$ cat config.mk
export PLATFORM = sky130hd
export DESIGN_NAME = tile_cfg_bank
export DESIGN_NICKNAME = d
export VERILOG_FILES = /design/src/rtl/cfgbank_pkg.sv /design/src/rtl/cfg_addr_decode.sv /design/src/rtl/cfg_reg_array.sv /design/src/rtl/cfg_read_mux.sv /design/src/rtl/tile_cfg_bank.sv
export SDC_FILE = /design/constraint.sdc
export NUM_CORES = 1
export LEC_CHECK = 0
export BUFFER_PORTS_ARGS = -buffer_cell sky130_fd_sc_hd__buf_2
export CORE_UTILIZATION = 35
export CTS_CLUSTER_SIZE = 8
export DETAILED_ROUTE_END_ITERATION = 6
export PLACE_DENSITY = 0.57
export SYNTH_ARGS = -nofsm -noshare
export SYNTH_HDL_FRONTEND = slang
export SYNTH_HIERARCHICAL = 1
export SYNTH_SLANG_ARGS = --single-unit
$ cat constraint.sdc
create_clock -name clk -period 2.25 [get_ports clk]
set_input_delay 0.225 -clock clk [delete_from_list [all_inputs] [get_ports clk]]
set_output_delay 0.225 -clock clk [all_outputs]
set_load 0.1 [all_outputs]
$ cat src/rtl/cfgbank_pkg.sv
package cfgbank_pkg;
  localparam int CFG_AW  = 32;
  localparam int FIELD_W = 8;

  typedef struct packed {
    logic [FIELD_W-1:0] idx;
    logic [FIELD_W-1:0] spare;
    logic [FIELD_W-1:0] x;
    logic [FIELD_W-1:0] y;
  } cfg_addr_t;

  function automatic logic [15:0] tile_id(input logic [7:0] x, input logic [7:0] y);
    return {x, y};
  endfunction
endpackage

$ cat src/rtl/cfg_addr_decode.sv
module cfg_addr_decode
  import cfgbank_pkg::*;
#(
  parameter int TILE_X   = 3,
  parameter int TILE_Y   = 5,
  parameter int NUM_REGS = 8,
  localparam int IDX_W   = (NUM_REGS > 1) ? $clog2(NUM_REGS) : 1
) (
  input  logic [CFG_AW-1:0] addr,
  input  logic              wr,
  output logic              tile_hit,
  output logic              idx_ok,
  output logic [IDX_W-1:0]  sel_idx,
  output logic [NUM_REGS-1:0] wen
);
  cfg_addr_t a;
  assign a = cfg_addr_t'(addr);

  localparam logic [15:0] MY_ID = tile_id(TILE_X[7:0], TILE_Y[7:0]);

  assign tile_hit = (tile_id(a.x, a.y) == MY_ID);
  assign idx_ok   = ({24'b0, a.idx} < 32'(NUM_REGS));
  assign sel_idx  = a.idx[IDX_W-1:0];

  for (genvar i = 0; i < NUM_REGS; i++) begin : g_wen
    assign wen[i] = wr && tile_hit && (a.idx == FIELD_W'(i));
  end
endmodule

$ cat src/rtl/cfg_reg_array.sv
module cfg_reg_array #(
  parameter int NUM_REGS = 8,
  parameter int DATA_W   = 32
) (
  input  logic                clk,
  input  logic                rst,
  input  logic [NUM_REGS-1:0] wen,
  input  logic [DATA_W-1:0]   wdata,
  output logic [DATA_W-1:0]   regs [NUM_REGS]
);
  for (genvar i = 0; i < NUM_REGS; i++) begin : g_reg
    always_ff @(posedge clk) begin
      if (rst)
        regs[i] <= '0;
      else if (wen[i])
        regs[i] <= wdata;
    end
  end
endmodule

$ cat src/rtl/cfg_read_mux.sv
module cfg_read_mux #(
  parameter int NUM_REGS = 8,
  parameter int DATA_W   = 32,
  localparam int IDX_W   = (NUM_REGS > 1) ? $clog2(NUM_REGS) : 1
) (
  input  logic              rd,
  input  logic              tile_hit,
  input  logic              idx_ok,
  input  logic [IDX_W-1:0]  sel_idx,
  input  logic [DATA_W-1:0] regs [NUM_REGS],
  output logic [DATA_W-1:0] rdata
);
  always_comb begin
    rdata = '0;
    if (rd && tile_hit && idx_ok)
      rdata = regs[sel_idx];
  end
endmodule

$ cat src/rtl/tile_cfg_bank.sv
module tile_cfg_bank
  import cfgbank_pkg::*;
#(
  parameter int TILE_X   = 3,
  parameter int TILE_Y   = 5,
  parameter int NUM_REGS = 8,
  parameter int DATA_W   = 32,
  localparam int IDX_W   = (NUM_REGS > 1) ? $clog2(NUM_REGS) : 1
) (
  input  logic              clk,
  input  logic              rst,
  input  logic [CFG_AW-1:0] cfg_addr,
  input  logic [DATA_W-1:0] cfg_wdata,
  input  logic              cfg_wr,
  input  logic              cfg_rd,
  output logic [DATA_W-1:0] cfg_rdata
);
  logic                tile_hit;
  logic                idx_ok;
  logic [IDX_W-1:0]    sel_idx;
  logic [NUM_REGS-1:0] wen;
  logic [DATA_W-1:0]   regs [NUM_REGS];

  cfg_addr_decode #(
    .TILE_X(TILE_X), .TILE_Y(TILE_Y), .NUM_REGS(NUM_REGS)
  ) u_dec (
    .addr(cfg_addr), .wr(cfg_wr), .tile_hit(tile_hit),
    .idx_ok(idx_ok), .sel_idx(sel_idx), .wen(wen)
  );

  cfg_reg_array #(.NUM_REGS(NUM_REGS), .DATA_W(DATA_W)) u_regs (
    .clk(clk), .rst(rst), .wen(wen), .wdata(cfg_wdata), .regs(regs)
  );

  cfg_read_mux #(.NUM_REGS(NUM_REGS), .DATA_W(DATA_W)) u_rmux (
    .rd(cfg_rd), .tile_hit(tile_hit), .idx_ok(idx_ok),
    .sel_idx(sel_idx), .regs(regs), .rdata(cfg_rdata)
  );
endmodule

# --- Word level (Yosys, flattened, before mapping) ---
# Cells that the tools add are included.
# W data, S select, Z words.
classes:
  bitwise_logic: 1
  eq_ne: 8
  muxes: 4
  magnitude_cmp: 2
  n_reduce_logical: 12
ops:
  columns: ["operator", "count"]
  rows:
  - ["$bmux W32 S3", 1]
  - ["$mux W32", 3]
  - ["$eq A8 B3 Y1 const B", 4]
  - ["$eq A16 B10 Y1 const B", 1]
  - ["$eq A8 B2 Y1 const B", 2]
  - ["$logic_and A1 B1 Y1", 11]
  - ["$eq A8 B1 Y1 const B", 1]
  - ["$logic_not A8 Y1", 1]
  - ["$lt A8 B4 Y1 const B", 1]
  - ["$ge A4 B4 Y1 const B", 1]
  - ["$not A3 Y4", 1]
word_totals:
  out_inout_bits: 32
  regBits: 256
  input_bits: 68
  word_cells: 35

# --- Logic depth before layout (Yosys ltp) ---
depth:
  depth_word: 5
  ltp_mapped: 8
  mapped_depth_nobuf: 5

# --- Modules after synthesis ---
# Netlist, hierarchy kept.
by_module_without_submodules:
  columns: ["module", "instances", "seq_area_each_um2", "area_each_um2", "cells_each"]
  rows:
  - ["cfg_reg_array", 1, 5124.9, 9521.6, 860]
  - ["cfg_read_mux", 1, 0.0, 2021.9, 120]
  - ["cfg_addr_decode", 1, 0.0, 212.7, 28]

# --- Worst setup path before layout ---
# No wires, ideal clock.
synth_timing:
  path_type: "input port to output port"
  startpoint: "input cfg_addr[12]"
  endpoint: "output cfg_rdata[0]"
  required_ps: 2025
  path_stages: 7
  t_arrival_ps: 2511
  n_path_buf: 3
  slack_ps: -486
  path_cell_list: "or4b_4 buf_6 nor3b_1 and4_1 clkbuf_1 clkbuf_1 a22o_1"
synth_between:
  elab_chain_cells: 4
synth_lines:
  columns: ["item", "line", "text"]
  rows:
  - ["start, declared", "tile_cfg_bank.sv:12", "input logic [CFG_AW-1:0] cfg_addr,"]
  - ["$eq A16 B10 Y1", "cfg_addr_decode.sv:21", "assign tile_hit = (tile_id(a.x, a.y) == MY_ID);"]
  - ["via tile_hit", "tile_cfg_bank.sv:18", "logic tile_hit;"]
  - ["$logic_and A1 B1 Y1 (2 in a row)", "cfg_read_mux.sv:15", "if (rd && tile_hit && idx_ok)"]
  - ["$mux W32", "cfg_read_mux.sv:15", null]
  - ["end, declared", "tile_cfg_bank.sv:16", "output logic [DATA_W-1:0] cfg_rdata"]
# The timed path passes the listed nets, and every way through them passes these cells.

# --- Final worst setup path ---
layout_timing:
  startpoint: "input cfg_addr[12]"
  endpoint: "output cfg_rdata[25]"
# The elaborated chain is that of the path after synthesis.

==> impl_metrics.tcl <==
set metrics [dict create \
    clock_skew_ps 0 \
    power.density_mw_per_mm2 682.8 \
    initial_core_util 0.3586 \
    clkTransAtPathRegs_ps 50 \
    cp_top_family "simple AND/OR/NAND/NOR gates" \
    hold_buffers 0 \
    hold_depth 3 \
    path_depth 7 \
    clock_latency_ps 500 \
    viasPerCell 4.938 \
    rsz0062_at_grt "true" \
    grt_use_total 0.1568 \
    routedWlPerCell_um 17.61 \
    netlist_area_mm2 0.01176 \
    top_register "u_regs/regs" \
    post-route-min-period_ps 2216 \
    area_delta_synth_final_pct 22.16 \
    hold_violations 0 \
    crit_type "input port to output port" \
    cp-end-kind "output port" \
    portBuffers 91 \
    fmax_mhz 451.3 \
    rows 66 \
    critPathSlowestCell "or4b_4" \
    cpPeakStageDelay_ps 560 \
    ctsHtreeMaxLevel 2 \
    crit_chain "buf_6 > or4b_4 > nor3b_4 > and4_4 > clkbuf_16 > a22o_4 > buf_12" \
    reg_top3 "u_regs/regs: 256 flops" \
    drtIter0Drc 507 \
    cts_tree "yes" \
    cap_violations 0 \
    cp.buffers_inverters 3 \
    cp_max_fo 6 \
    clockBufferDepth 3 \
    n_antenna_cell 0 \
    crit_required_ps 2030 \
    ys_seq_area_frac 0.4359 \
    yosysUniqueCellTypes 27 \
    antenna_found_initial 0 \
    worst-slew-pin-transition_ps 511.4 \
    routed_wl_um 26810 \
    cp.arrival_ps 1990 \
    syn_nets 1076 \
    slew_viol_final 0 \
    power_mw 9.806 \
    pin_count 100 \
    postSynthCellCount 1008 \
    synth-seq-cells 256 \
    nets 1145 \
    status "finished clean" \
    die_y_um 185.3 \
    antenna_left 0 \
    via_count 7515 \
    die_w_um 185.3 \
    drcViolationCount 0 \
    grt_first_pass_wirelength_um 41700 \
    fin_tns_setup_ps 0 \
    ir_drop_mv 0.4490 \
    syn_area_per_cell_um2 11.66 \
    numCtsBuffers 38 \
    p_leak_nw 5.201 \
    slew_headroom 0.6591 \
    final_area_mm2 0.01436 \
    largest_reg_flops 256 \
    grt_pass1_vias 7393 \
    die_area_mm2 0.03433 \
    cts-root-buf "clkbuf_16" \
    filler_cell_count 3096 \
    grt-ovfl-total 0 \
    r2r_cells 2 \
    cp-start-kind "input port" \
    clock-sinks 256 \
    drive_above_1_share 0.2565 \
    dr.pass1.iters 5 \
    holdCritPathClass "input port to register" \
    ys_warn_count 6 \
    dp_hpwl_um 16660 \
    final.period_utilization 0.9848 \
    gp_congestion 0.6971 \
    setup-violations-final 0 \
    fp.coreArea_mm2 0.03278 \
    grt_start_max_net_pins 111 \
    place_area_mm2 0.01318 \
]
## power by group
| part | internal [mW] | total [mW] | switching [mW] |
|---|---|---|---|
| clock | 3.02 | 4.90 | 1.89 |
| combinational | 0.129 | 0.357 | 0.228 |
| sequential | 4.55 | 4.55 | 0.0000000814 |
| total | 7.69 | 9.81 | 2.12 |
## worst register-to-register path: stages (launching register included)
cell	delay, ps
dfxtp_1	310
mux2i_1	130
nor2_1	70
## logic make-up after synthesis
| family | after synthesis | synth area share |
|---|---|---|
| muxes | 320 | 0.3495 |
| and+or+nand+nor | 282 | 0.09898 |
| DFF | 256 | 0.4359 |
| buffers and inverters | 118 | 0.09174 |
| AOI/OAI and AO/OA | 32 | 0.02384 |
## synth_stat cells (all sizes together)
cell type  number  area [um2]
or3             1       11.26
and4b           1       10.01
nor3            2       20.02
mux4           64        1546
buf           105        1026
and2            1       6.260
nand2b          2       12.51
nor4b           3       26.28
nand4b          2       17.52
or4b            1       13.76
nor3b           1       7.510
clkbuf         13       52.55
and4            1       8.760
mux2i         256        2562
nor2b           2       12.51
nor4            7       43.79
nor2          256       965.9
dfxtp         256        5125
nand2           2       7.510
a22o           32       280.3
## path summary, 6_finish.rpt
path,from,endpoint,slack [ps]
worst max-delay path,cfg_addr[12],cfg_rdata[25],30
worst min-delay path,cfg_wdata[19],u_regs/regs[19]$_SDFFE_PP0P_,70
worst max register to register,u_regs/regs[145]$_SDFFE_PP0P_,u_regs/regs[145]$_SDFFE_PP0P_,1610
worst min register to register,u_regs/regs[152]$_SDFFE_PP0P_,u_regs/regs[152]$_SDFFE_PP0P_,480
## cell type report
| class | count | area, um2 | share of cell area |
|---|---|---|---|
| Clock buffer | 39 | 964.7 | 0.06717 |
| Clock inverter | 4 | 42.54 | 0.002962 |
| Multi-Input combinational cell | 634 | 5907 | 0.4113 |
| Sequential cell | 256 | 5125 | 0.3569 |
| Tap cell | 442 | 553.0 | 0.03851 |
| Timing Repair Buffer | 147 | 1769 | 0.1232 |
## through the flow
stage | hold WS (ps) | cells | setup slack [ps] | utilization
after floorplan | 451.4 | 1008 | 38.03 | -
after global placement | 464.0 | 1471 | -16.64 | 0.4020
after detailed placement | 472.9 | 1471 | -36.47 | 0.4020
after CTS | 57.44 | 1515 | 22.58 | 0.4331
after global routing | 72.89 | 1522 | -12.00 | 0.4381
final | 73.13 | 1522 | 34.31 | 0.4381
## cell usage in the layout (no fill, tap or decap), types with 2 or more instances in the layout
master and n:
mux2i_1 256, dfxtp_1 256, nor2_1 254, buf_12 59, buf_2 56, clkbuf_16 41
mux4_2 36, a22o_4 30, mux4_1 28, buf_4 25, nor4_2 7, buf_6 4
inv_6 2, nor4b_2 2, nor2b_1 2, nand4b_1 2, nand2b_1 2, nor3_4 2
nor2_2 2, a22o_2 2
## per-layer routing
metal	global-route usage	vias up	wire length, um
met1	0.2215	3663	13170
li1	-	3652	-
met2	0.2467	166	12180
met4	0.04165	0	389
met3	0.02517	34	1064
met5	0	-	0
## timing repair
action | 4_1_cts | 5_1_grt
buffers inserted | 1 | 3
pin swaps | 1 | 4
resized for setup | 2 | 8
setup endpoints to repair | 20 | 31
cloned | 0 | 4
No activity file was read; power rests on OpenSTA's default activity.
